==> src/rtl/lfsr_div_pkg.sv <==
package lfsr_div_pkg;

   localparam int                REF_W_DEF   = 6;
   localparam int                FBK_W_DEF   = 8;
   localparam logic [5:0]        REF_TAPS_DEF = 6'h30;
   localparam logic [7:0]        FBK_TAPS_DEF = 8'h8E;
   localparam int                POST_CODE_W = 3;

   // Encoded post-divider word; the first stage code sits in the upper field.
   typedef struct packed {
      logic [POST_CODE_W-1:0] first_code;
      logic [POST_CODE_W-1:0] second_code;
   } post_cfg_t;

   // Code c selects ratio 2^W - c, so the counter limit (ratio-1) is ~c.
   function automatic logic [POST_CODE_W-1:0] code_limit(logic [POST_CODE_W-1:0] code);
      return ~code;
   endfunction

endpackage

==> src/rtl/lfsr_div_core.sv <==
module lfsr_div_core #(
   parameter int               WIDTH         = 8,
   parameter logic [WIDTH-1:0] TAPS          = 8'h8E,
   parameter logic [WIDTH-1:0] TERMINAL      = 1,
   parameter bit               LOCKUP_BYPASS = 1'b1
) (
   input  logic             clk,
   input  logic             rst,
   input  logic             load_wr,
   input  logic [WIDTH-1:0] load_val,
   output logic             div_out
);

   localparam logic [WIDTH-1:0] LOCKUP = '1;

   generate
      if (WIDTH < 3 || WIDTH > 16) begin : g_bad_width
         $error("lfsr_div_core: WIDTH out of supported range");
      end
      if (TERMINAL == LOCKUP) begin : g_bad_term
         $error("lfsr_div_core: terminal state must lie on the sequence");
      end
   endgenerate

   logic [WIDTH-1:0] reload_q;
   logic [WIDTH-1:0] state_q;
   logic [WIDTH-1:0] step_val;
   logic             fresh_q;
   logic             lock_hit;
   logic             wrap;

   assign step_val = {state_q[WIDTH-2:0], ~^(state_q & TAPS)};

   generate
      if (LOCKUP_BYPASS) begin : g_bypass
         assign lock_hit = (state_q == LOCKUP);
      end else begin : g_no_bypass
         assign lock_hit = 1'b0;
      end
   endgenerate

   // The terminal compare is skipped on the cycle right after a load, so a
   // reload equal to the terminal value runs one full sequence.
   assign wrap = lock_hit || ((state_q == TERMINAL) && !fresh_q);

   always_ff @(posedge clk) begin
      if (rst) begin
         reload_q <= TERMINAL;
      end else if (load_wr) begin
         reload_q <= load_val;
      end
   end

   always_ff @(posedge clk) begin
      if (rst) begin
         state_q <= TERMINAL;
         fresh_q <= 1'b0;
         div_out <= 1'b0;
      end else if (wrap) begin
         state_q <= reload_q;
         fresh_q <= 1'b1;
         div_out <= ~div_out;
      end else begin
         state_q <= step_val;
         fresh_q <= 1'b0;
      end
   end


   toggle_at_terminal_chk: assert property (@(posedge clk) disable iff (rst)
      (div_out != $past(div_out)) |-> ($past(state_q) == TERMINAL || $past(state_q) == LOCKUP));


   reload_uses_stored_chk: assert property (@(posedge clk) disable iff (rst)
      (!$past(rst) && $past(wrap)) |-> (state_q == $past(reload_q)));


   lockup_only_loaded_chk: assert property (@(posedge clk) disable iff (rst)
      (!$past(rst) && state_q == LOCKUP) |-> ($past(reload_q) == LOCKUP));

endmodule

==> src/rtl/lfsr_post_div.sv <==
module lfsr_post_div
   import lfsr_div_pkg::*;
(
   input  logic                     clk,
   input  logic                     rst,
   input  logic                     cfg_wr,
   input  logic [2*POST_CODE_W-1:0] cfg_val,
   output logic                     div_out
);

   localparam post_cfg_t             CFG_RESET = '1;
   localparam logic [POST_CODE_W-1:0] ONE     = 1;

   post_cfg_t               pend_q;
   post_cfg_t               act_q;
   logic [POST_CODE_W-1:0]  cnt1_q;
   logic [POST_CODE_W-1:0]  cnt2_q;
   logic [POST_CODE_W-1:0]  lim1;
   logic [POST_CODE_W-1:0]  lim2;
   logic                    pulse1;
   logic                    last;

   assign lim1   = code_limit(act_q.first_code);
   assign lim2   = code_limit(act_q.second_code);
   assign pulse1 = (cnt1_q == lim1);
   assign last   = pulse1 && (cnt2_q == lim2);

   always_ff @(posedge clk) begin
      if (rst) begin
         pend_q <= CFG_RESET;
      end else if (cfg_wr) begin
         pend_q <= cfg_val;
      end
   end

   always_ff @(posedge clk) begin
      if (rst) begin
         cnt1_q  <= '0;
         cnt2_q  <= '0;
         act_q   <= CFG_RESET;
         div_out <= 1'b0;
      end else if (last) begin
         cnt1_q  <= '0;
         cnt2_q  <= '0;
         act_q   <= pend_q;
         div_out <= ~div_out;
      end else if (pulse1) begin
         cnt1_q  <= '0;
         cnt2_q  <= cnt2_q + ONE;
      end else begin
         cnt1_q  <= cnt1_q + ONE;
      end
   end


   post_restart_chk: assert property (@(posedge clk) disable iff (rst)
      (div_out != $past(div_out)) |-> (cnt1_q == '0 && cnt2_q == '0));


   post_adopt_chk: assert property (@(posedge clk) disable iff (rst)
      (!$past(rst) && $past(last)) |-> (act_q == $past(pend_q)));


   post_hold_chk: assert property (@(posedge clk) disable iff (rst)
      (!$past(rst) && !$past(last)) |-> $stable(act_q));

endmodule

==> src/rtl/lfsr_pll_divider.sv <==
module lfsr_pll_divider
   import lfsr_div_pkg::*;
#(
   parameter int                   REF_WIDTH = REF_W_DEF,
   parameter int                   FBK_WIDTH = FBK_W_DEF,
   parameter logic [REF_WIDTH-1:0] REF_TAPS  = REF_TAPS_DEF,
   parameter logic [FBK_WIDTH-1:0] FBK_TAPS  = FBK_TAPS_DEF
) (
   input  logic                     clk,
   input  logic                     rst,
   input  logic                     ref_wr,
   input  logic [REF_WIDTH-1:0]     ref_val,
   input  logic                     fbk_wr,
   input  logic [FBK_WIDTH-1:0]     fbk_val,
   input  logic                     post_wr,
   input  logic [2*POST_CODE_W-1:0] post_val,
   output logic                     ref_out,
   output logic                     fbk_out,
   output logic                     post_out
);

   localparam logic [REF_WIDTH-1:0] REF_TERM = 1;
   localparam logic [FBK_WIDTH-1:0] FBK_TERM = 1;

   generate
      if (FBK_WIDTH < REF_WIDTH) begin : g_bad_order
         $error("lfsr_pll_divider: feedback divider narrower than reference");
      end
   endgenerate

   lfsr_div_core #(
      .WIDTH         (REF_WIDTH),
      .TAPS          (REF_TAPS),
      .TERMINAL      (REF_TERM),
      .LOCKUP_BYPASS (1'b1)
   ) i_ref_div (
      .clk      (clk),
      .rst      (rst),
      .load_wr  (ref_wr),
      .load_val (ref_val),
      .div_out  (ref_out)
   );

   lfsr_div_core #(
      .WIDTH         (FBK_WIDTH),
      .TAPS          (FBK_TAPS),
      .TERMINAL      (FBK_TERM),
      .LOCKUP_BYPASS (1'b0)
   ) i_fbk_div (
      .clk      (clk),
      .rst      (rst),
      .load_wr  (fbk_wr),
      .load_val (fbk_val),
      .div_out  (fbk_out)
   );

   lfsr_post_div i_post_div (
      .clk     (clk),
      .rst     (rst),
      .cfg_wr  (post_wr),
      .cfg_val (post_val),
      .div_out (post_out)
   );

endmodule

==> config.mk <==
export PLATFORM = sky130hd
export DESIGN_NAME = lfsr_pll_divider
export DESIGN_NICKNAME = d
export VERILOG_FILES = /design/src/rtl/lfsr_div_pkg.sv /design/src/rtl/lfsr_div_core.sv /design/src/rtl/lfsr_post_div.sv /design/src/rtl/lfsr_pll_divider.sv
export SDC_FILE = /design/constraint.sdc
export NUM_CORES = 1
export LEC_CHECK = 0
export CORE_UTILIZATION = 52
export DETAILED_ROUTE_END_ITERATION = 16
export PLACE_DENSITY = 0.72
export SYNTH_ARGS = -nofsm -noshare
export SYNTH_HDL_FRONTEND = slang
export SYNTH_SLANG_ARGS = --single-unit
==> constraint.sdc <==
create_clock -name clk -period 4.4 [get_ports clk]
set_input_delay 0.88 -clock clk [delete_from_list [all_inputs] [get_ports clk]]
set_output_delay 0.88 -clock clk [all_outputs]
set_load 0.05 [all_outputs]
==> results of run 1 <==
-- power by group through the flow --
stage | clock network [uW] | registers, uW | logic [uW]
floorplan | 0 | 643 | 412
global route | 355 | 620 | 593
detailed placement | 0 | 622 | 539
finish | 325 | 610 | 535
global placement | 0 | 617 | 518
CTS | 334 | 611 | 542
-- path summary, 6_finish.rpt --
| path | end | slack [ps] | cells after the start |
|---|---|---|---|
| setup / recovery | fbk_out | 2060 | 1 |
| hold / removal | i_ref_div.state_q[1] | 450 | 2 |
| setup reg to reg | i_post_div.div_out | 2680 | 4 |
| hold reg to reg | i_ref_div.state_q[1] | 450 | 2 |
-- kinds of logic after synthesis --
logic type	Yosys count	synth area share, %
fa+ha+maj	5	3.02
flops	51	49.3
mux	24	11.9
simple gates	81	20.5
xor+xnor	10	4.23
compound gates	23	7.67
buf+inv	18	3.38
-- cells in the final DEF, fill, tap and decap left out, types with 2 or more instances in the layout --
cell / instances
dfxtp_1: 51
nor2_1: 38
clkdlybuf4s50_1: 26
mux2i_1: 22
nor2b_1: 12
nand2b_1: 9
a21oi_1: 9
a211o_1: 8
inv_1: 6
xnor2_1: 6
clkbuf_8: 6
nand2_1: 5
ha_1: 5
xor2_1: 4
nor3_1: 3
nand3_1: 3
nor3b_1: 2
-- cell type report --
| class | instances | area (sq um) | area share, % |
|---|---|---|---|
| sequential | 51 | 1020 | 41.4 |
| multi-input combinational | 143 | 980 | 39.7 |
| timing repair buffer | 27 | 265 | 10.8 |
| clock buffer | 6 | 82.6 | 3.35 |
| tap | 48 | 60.1 | 2.44 |
| clock inverter | 2 | 35.0 | 1.42 |
| inverter | 6 | 22.5 | 0.913 |
-- sequential cells by signal, indices dropped and copies added, names as in the netlist, 3 cells and up --
name / flops
i_post_div.cnt2_q: 3
i_post_div.cnt1_q: 3
i_ref_div.reload_q: 6
i_post_div.act_q: 6
i_fbk_div.state_q: 8
i_ref_div.state_q: 6
i_post_div.pend_q: 6
i_fbk_div.reload_q: 8
-- per-layer routing --
layer / global-route usage (%) / up-vias / part of all wire (%)
met5: 0 / - / 0
met3: 6.08 / 5 / 3.5
met4: 6.52 / 0 / 1.3
met1: 20.5 / 678 / 46
met2: 34.0 / 17 / 49
li1: - / 753 / -
-- per-stage QoR --
step,util (%),cells,power [uW]
after floorplan,-,212,1050
after global placement,62.7,275,1130
after detailed placement,62.7,275,1160
after CTS,65.9,283,1490
after global routing,65.9,283,1570
final,65.9,283,1470
==> flow_summary.yaml, run 1 <==
outcome:
  status: "completed"
placement:
  dpl_cell_area_sq_um: 2350
  pre_cts_ws_ps: 2070
  globalplace.congestion: 0.721
  dpl.hpwl_mm: 2.43
  io_buffers: 27
setup_path:
  cp_max_fo: 2
  r2r_start: "i_post_div.cnt2_q[0]"
  critPathBufInv: 1
  cp.required_ps: 3520
  start_kind: "register"
  path_delay_family: "buffers and inverters"
  crit_start: "i_fbk_div.div_out"
  worstPathArrival_ps: 1460
  slowest_stage: "clkdlybuf4s50_1"
  end_kind: "primary output"
  cp_slowest_stage_delay_ps: 800
  crit_path_cell_trace: "clkdlybuf4s50_1"
  crit_type: "reg -> out"
clock_tree:
  ctsResizeCount: 0
  clock_sink_count: 51
  cts_tree: "built"
  clock_latency_ps: 290
  numCtsBuffers: 5
  ctsHoldBuffers: 0
  clk_path_buf_depth: 2
  cts-htree-levels: 2
  postCtsSetupRepairBufs: 0
  clock-root-buffer: "clkbuf_8"
  path_clk_slew_ps: 90
logic_synthesis:
  yosysWarnings: 0
  ys_seq_area_share_pct: 49.3
  syn_inst: 212
  yosys.area.top_type: "dfxtp_1"
  synthTopCellsByArea: "dfxtp_1 49%, mux2i_1 11%, nor2_1 6.9%"
  syn_area_per_cell_sq_um: 9.77
  synth.distinct_cells: 34
  yosys_register_bits: 51
  ys_top_cells_by_count: "51 x dfxtp_1, 38 x nor2_1, 22 x mux2i_1"
  ys_async_sr_fraction_pct: 0
  yosysMostFrequentCell: "dfxtp_1"
  synth_edf_count: 0
  syn-num-nets: 242
  netlist_area_sq_um: 2070
  synthFlopType: "dfxtp_1"
  synth_top_area_share_pct: 49.3
sta:
  whs_ps: 449
  max_freq_mhz: 428
  period_share_pct: 53.1
  slew_headroom_pct: 31.9
  worst_slew_pin_slew_ps: 1020
  finalHoldViolations: 0
  period_needed_ps: 2340
  worst_slack_ps: 2060
  finClkSkew_ps: 5.22
  setup_violations: 0
  rsz0062_at_grt: "no"
  tns_ps: 0
  finalMaxSlewViolations: 0
global_route:
  antenna_found_initial: 0
  grt_max_degree: 67
  grt_pass1_vias: 1453
  grt.total_usage_pct: 18.8
  grt_overflow: 0
  grt_pass1_wl_mm: 6.04
die:
  die_width_um: 65.1
  core.rowCount: 22
  die_h_um: 65.1
  die-area_sq_um: 4240
  core_region_area_sq_um: 3740
  ios: 28
  initial_utilization_pct: 55.3
hold_path:
  hp-start: "i_ref_div.state_q[0]"
  hold_path_class: "reg -> reg"
flow_run:
  max-cap-violations: 0
pwr:
  clkPwrFrac_pct: 22.1
  switching_share_pct: 32.8
  p_seq_share_pct: 41.5
  vdd_drop_max_v: 0.000411
  p_int_uw: 987
  combPwrFrac_pct: 36.4
  switching_power_uw: 482
  powerDensity_nw_per_um2: 596
  p_leak_uw: 0.00100
drt:
  drc: 0
  first_pass_iters: 4
  vias: 1453
  finalWirelength_mm: 3.40
  wire_per_inst_um: 12.0
  drtIter0Drc: 78
  via_per_inst: 5.13
  ant_nets: 0
final_layout:
  syn2layout_area_growth_pct: 19.1
  stdcell_area_sq_um: 2470
  drive_gt1_share_pct: 5.96
  nFillCells: 304
  antenna_cells: 0
  final_nets: 264
Power figures use the tool's default switching activity.
==> inputs of run 2 (changes only) <==
Clock period 4.4 ns to 2.26 ns, I/O delays scaled along.
==> flow_summary.yaml, run 2 (synthesis gave the netlist of run 1 again) <==
outcome:
  status: "completed"
sta:
  max_freq_mhz: 527
  period_needed_ps: 1900
  finClkSkew_ps: 3.91
  slew_headroom_pct: 47.2
  finalHoldViolations: 0
  rsz0062_at_grt: "no"
  period_share_pct: 84.0
  finalMaxSlewViolations: 0
  worst_slew_pin_slew_ps: 786
  setup_violations: 0
  tns_ps: 0
  worst_slack_ps: 361
drt:
  via_per_inst: 5.23
  drc: 0
  finalWirelength_mm: 3.53
  first_pass_iters: 4
  ant_nets: 0
  vias: 1486
  drtIter0Drc: 44
  wire_per_inst_um: 12.4
placement:
  dpl.hpwl_mm: 2.64
  globalplace.congestion: 0.727
  pre_cts_ws_ps: 538
  io_buffers: 27
clock_tree:
  ctsHoldBuffers: 0
  clock-root-buffer: "clkbuf_8"
  cts-htree-levels: 2
  cts_tree: "built"
  postCtsSetupRepairBufs: 0
  clock_sink_count: 51
  numCtsBuffers: 5
  clk_path_buf_depth: 2
  ctsResizeCount: 0
  clock_latency_ps: 290
  path_clk_slew_ps: 80
pwr:
  vdd_drop_max_v: 0.000750
  powerDensity_nw_per_um2: 1120
  p_int_uw: 1800
  p_leak_uw: 0.000994
  switching_share_pct: 34.3
  p_seq_share_pct: 43.5
  switching_power_uw: 938
  clkPwrFrac_pct: 16.9
  combPwrFrac_pct: 39.6
  power_uw: 2740
global_route:
  grt_pass1_vias: 1538
  antenna_found_initial: 0
  grt.total_usage_pct: 19.4
  grt_pass1_wl_mm: 6.27
  grt_max_degree: 32
  grt_overflow: 0
hold_path:
  whs_path_depth: 2
  holdPathEnd: "i_ref_div.state_q[1]"
  hold_path_class: "reg -> reg"
  hp-start: "i_ref_div.reload_q[1]"
final_layout:
  syn2layout_area_growth_pct: 18.0
  final_cell_mix: "51 x dfxtp_1, 38 x nor2_1, 26 x clkdlybuf4s50_1, 22 x mux2i_1, 12 x nor2b_1"
  drive_gt1_share_pct: 5.93
  nFillCells: 323
  final_nets: 267
  largest_registers: "i_fbk_div.reload_q (8), i_fbk_div.state_q (8)"
  final_common_cell: "dfxtp_1"
  antenna_cells: 0
flow_run:
  max-cap-violations: 0
die:
  initial_utilization_pct: 55.3
  core.rowCount: 22
  ios: 28
  core_region_area_sq_um: 3740
  die_width_um: 65.1
  die-area_sq_um: 4240
  die_h_um: 65.1
setup_path:
  r2r_start: "i_ref_div.state_q[4]"
  worstPathArrival_ps: 1450
  cp_slowest_stage_delay_ps: 800
  rrSetupSlack_ps: 530
  critPathBufInv: 1
  path_delay_family: "buffers and inverters"
  start_kind: "register"
  r2r-end: "i_ref_div.div_out"
  r2r_cells: 5
  slowest_stage: "clkdlybuf4s50_1"
  crit_type: "reg -> out"
  crit_path_cell_trace: "clkdlybuf4s50_1"
  end_kind: "primary output"
  cp_max_fo: 3
  cp.required_ps: 1810
## run 2: changes by cell type in the layout (fill, tap and decap cells not counted), sizes merged
cell / change
buf: +3
bufinv: -1
clkinv: -1
## run 2: worst max-delay path by stage
stage	end	startpoint	cells past startpoint
6_report	post_out	i_post_div.div_out	1
5_1_grt	fbk_out	i_fbk_div.div_out	1
4_1_cts	post_out	i_post_div.div_out	1
3_5_place_dp	i_fbk_div.reload_q[0]	fbk_wr	3
3_3_place_gp	i_fbk_div.reload_q[0]	fbk_wr	3
2_1_floorplan	i_post_div.div_out	i_post_div.cnt2_q[0]	4
## run 2: metrics by stage
step | hold slack (ps) | utilization (%) | instance area [sq um] | cells
after floorplan | 421 | - | 2070 | 212
after global placement | 439 | 63.3 | 2370 | 278
after detailed placement | 445 | 63.3 | 2370 | 278
after CTS | 457 | 65.3 | 2440 | 284
after global routing | 473 | 65.3 | 2440 | 284
final | 455 | 65.3 | 2440 | 284
## run 2: layout make-up
class | instances | area (sq um) | share of cell area, %
clock buffer | 6 | 72.6 | 2.97
inverter | 6 | 22.5 | 0.922
multi-input combinational | 143 | 980 | 40.1
sequential | 51 | 1020 | 41.8
tap | 48 | 60.1 | 2.46
timing repair buffer | 30 | 288 | 11.8
## run 2: power by group through the flow
stage	Clock (uW)	Sequential, uW	Combinational, uW
final	464	1190	1080
after global routing	518	1210	1210
after CTS	485	1190	1100
after detailed placement	0	1210	1090
after global placement	0	1200	1040
after floorplan	0	1250	802
## run 2: metal layers
| metal | track usage, % | share of wire (%) | vias to the layer above |
|---|---|---|---|
| li1 | - | - | 757 |
| met1 | 21.3 | 47 | 701 |
| met2 | 35.0 | 48 | 19 |
| met3 | 3.65 | 2.8 | 9 |
| met4 | 10.6 | 2.0 | 0 |
| met5 | 0 | 0 | - |
==> inputs of run 3 (changes only) <==
Clock period 2.26 ns to 1.9 ns, I/O delays scaled along.
==> flow_summary.yaml, run 3 (synthesis gave the netlist of run 1 again) <==
sta:
  period_needed_ps: 1850
  period_share_pct: 97.3
  finalHoldViolations: 0
  slew_headroom_pct: 66.7
  rsz0062_at_grt: "no"
  max_freq_mhz: 541
  finalMaxSlewViolations: 0
  worst_slew_pin_slew_ps: 498
  setup_violations: 0
  finClkSkew_ps: 4.38
  tns_ps: 0
  worst_slack_ps: 51.2
clock_tree:
  ctsHoldBuffers: 0
  path_clk_slew_ps: 80
  clock_sink_count: 51
  cts_tree: "built"
  clk_path_buf_depth: 2
  postCtsSetupRepairBufs: 0
  ctsResizeCount: 0
  cts-htree-levels: 2
  numCtsBuffers: 5
  clock_latency_ps: 290
  clock-root-buffer: "clkbuf_8"
final_layout:
  final_cell_mix: "51 x dfxtp_1, 38 x nor2_1, 25 x clkdlybuf4s50_1, 22 x mux2i_1, 12 x nor2b_1"
  syn2layout_area_growth_pct: 19.3
  drive_gt1_share_pct: 7.11
  fin_cells: 287
  antenna_cells: 0
  largest_registers: "i_fbk_div.reload_q (8), i_fbk_div.state_q (8)"
  final_nets: 268
  final_common_cell: "dfxtp_1"
  nFillCells: 330
drt:
  drc: 0
  first_pass_iters: 4
  drtIter0Drc: 64
  wire_per_inst_um: 12.1
  vias: 1466
  finalWirelength_mm: 3.48
  via_per_inst: 5.11
  ant_nets: 0
pwr:
  vdd_drop_max_v: 0.000857
  p_leak_uw: 0.00101
  powerDensity_nw_per_um2: 1360
global_route:
  grt_max_degree: 66
  grt_pass1_vias: 1481
  grt_overflow: 0
  grt.total_usage_pct: 19.2
  grt_pass1_wl_mm: 6.22
  antenna_found_initial: 0
setup_path:
  r2r_start: "i_post_div.cnt2_q[0]"
  path_delay_family: "buffers and inverters"
  r2r_cells: 5
  critPathBufInv: 1
  start_kind: "register"
  rrSetupSlack_ps: 340
  crit_path_cell_trace: "clkdlybuf4s50_1"
  worstPathArrival_ps: 1470
  crit_type: "reg -> out"
  cp.required_ps: 1520
  r2r-end: "i_post_div.act_q[1]"
  slowest_stage: "clkdlybuf4s50_1"
  cp_slowest_stage_delay_ps: 810
  cp_max_fo: 3
  end_kind: "primary output"
die:
  die_h_um: 65.1
  die-area_sq_um: 4240
  die_width_um: 65.1
  core_region_area_sq_um: 3740
  ios: 28
  initial_utilization_pct: 55.3
  core.rowCount: 22
placement:
  dp_cells: 279
  pre_cts_ws_ps: 284
  globalplace.congestion: 0.757
  dpl.hpwl_mm: 2.46
  io_buffers: 27
hold_path:
  whs_path_depth: 2
  hp-start: "i_ref_div.reload_q[1]"
  hold_path_class: "reg -> reg"
  holdPathEnd: "i_ref_div.state_q[1]"
outcome:
  status: "completed"
flow_run:
  max-cap-violations: 0
==> run 3: cell types whose count changed in the layout (fill, tap and decap cells not counted), sizes merged <==
cell	delta
clkinv	+1
clkbuf	+1
clkdlybuf4s50	-1
buf	+2
==> run 3: layout make-up <==
class	count	area [sq um]	share of cell area, %
multi-input cells	143	980	39.7
flip-flops and latches	51	1020	41.3
inverters	6	22.5	0.912
well taps	48	60.1	2.43
clock inverters	1	5.00	0.203
repair buffers	31	305	12.4
clock buffers	7	76.3	3.09
==> run 3: power breakdown <==
group          switching, uW  internal, uW
clock                    323           259
sequential               137          1280
combinational            689           666
==> run 3: metal layers <==
layer / up-vias / part of all wire (%) / global-route usage [%]
li1: 756 / - / -
met5: - / 0 / 0
met4: 0 / 1.6 / 7.34
met3: 7 / 3.6 / 4.34
met2: 19 / 49 / 34.1
met1: 684 / 46 / 22.2
==> run 3: worst max-delay path by stage <==
stage                                     from                    end  depth (start not counted)
after floorplan           i_post_div.cnt2_q[0]     i_post_div.div_out                          4
after global placement                  fbk_wr  i_fbk_div.reload_q[0]                          3
after detailed placement                fbk_wr  i_fbk_div.reload_q[6]                          3
after CTS                   i_post_div.div_out               post_out                          1
after global routing        i_post_div.div_out               post_out                          1
final                       i_post_div.div_out               post_out                          1
==> run 3: per-stage QoR <==
step | hold slack [ps] | utilization [%] | area, sq um | power, uW
2_1_floorplan | 421 | - | 2070 | 2440
3_3_place_gp | 436 | 63.8 | 2390 | 2740
3_5_place_dp | 449 | 63.8 | 2390 | 2800
4_1_cts | 462 | 66.0 | 2470 | 3390
5_1_grt | 483 | 66.0 | 2470 | 3590
6_report | 456 | 66.0 | 2470 | 3360
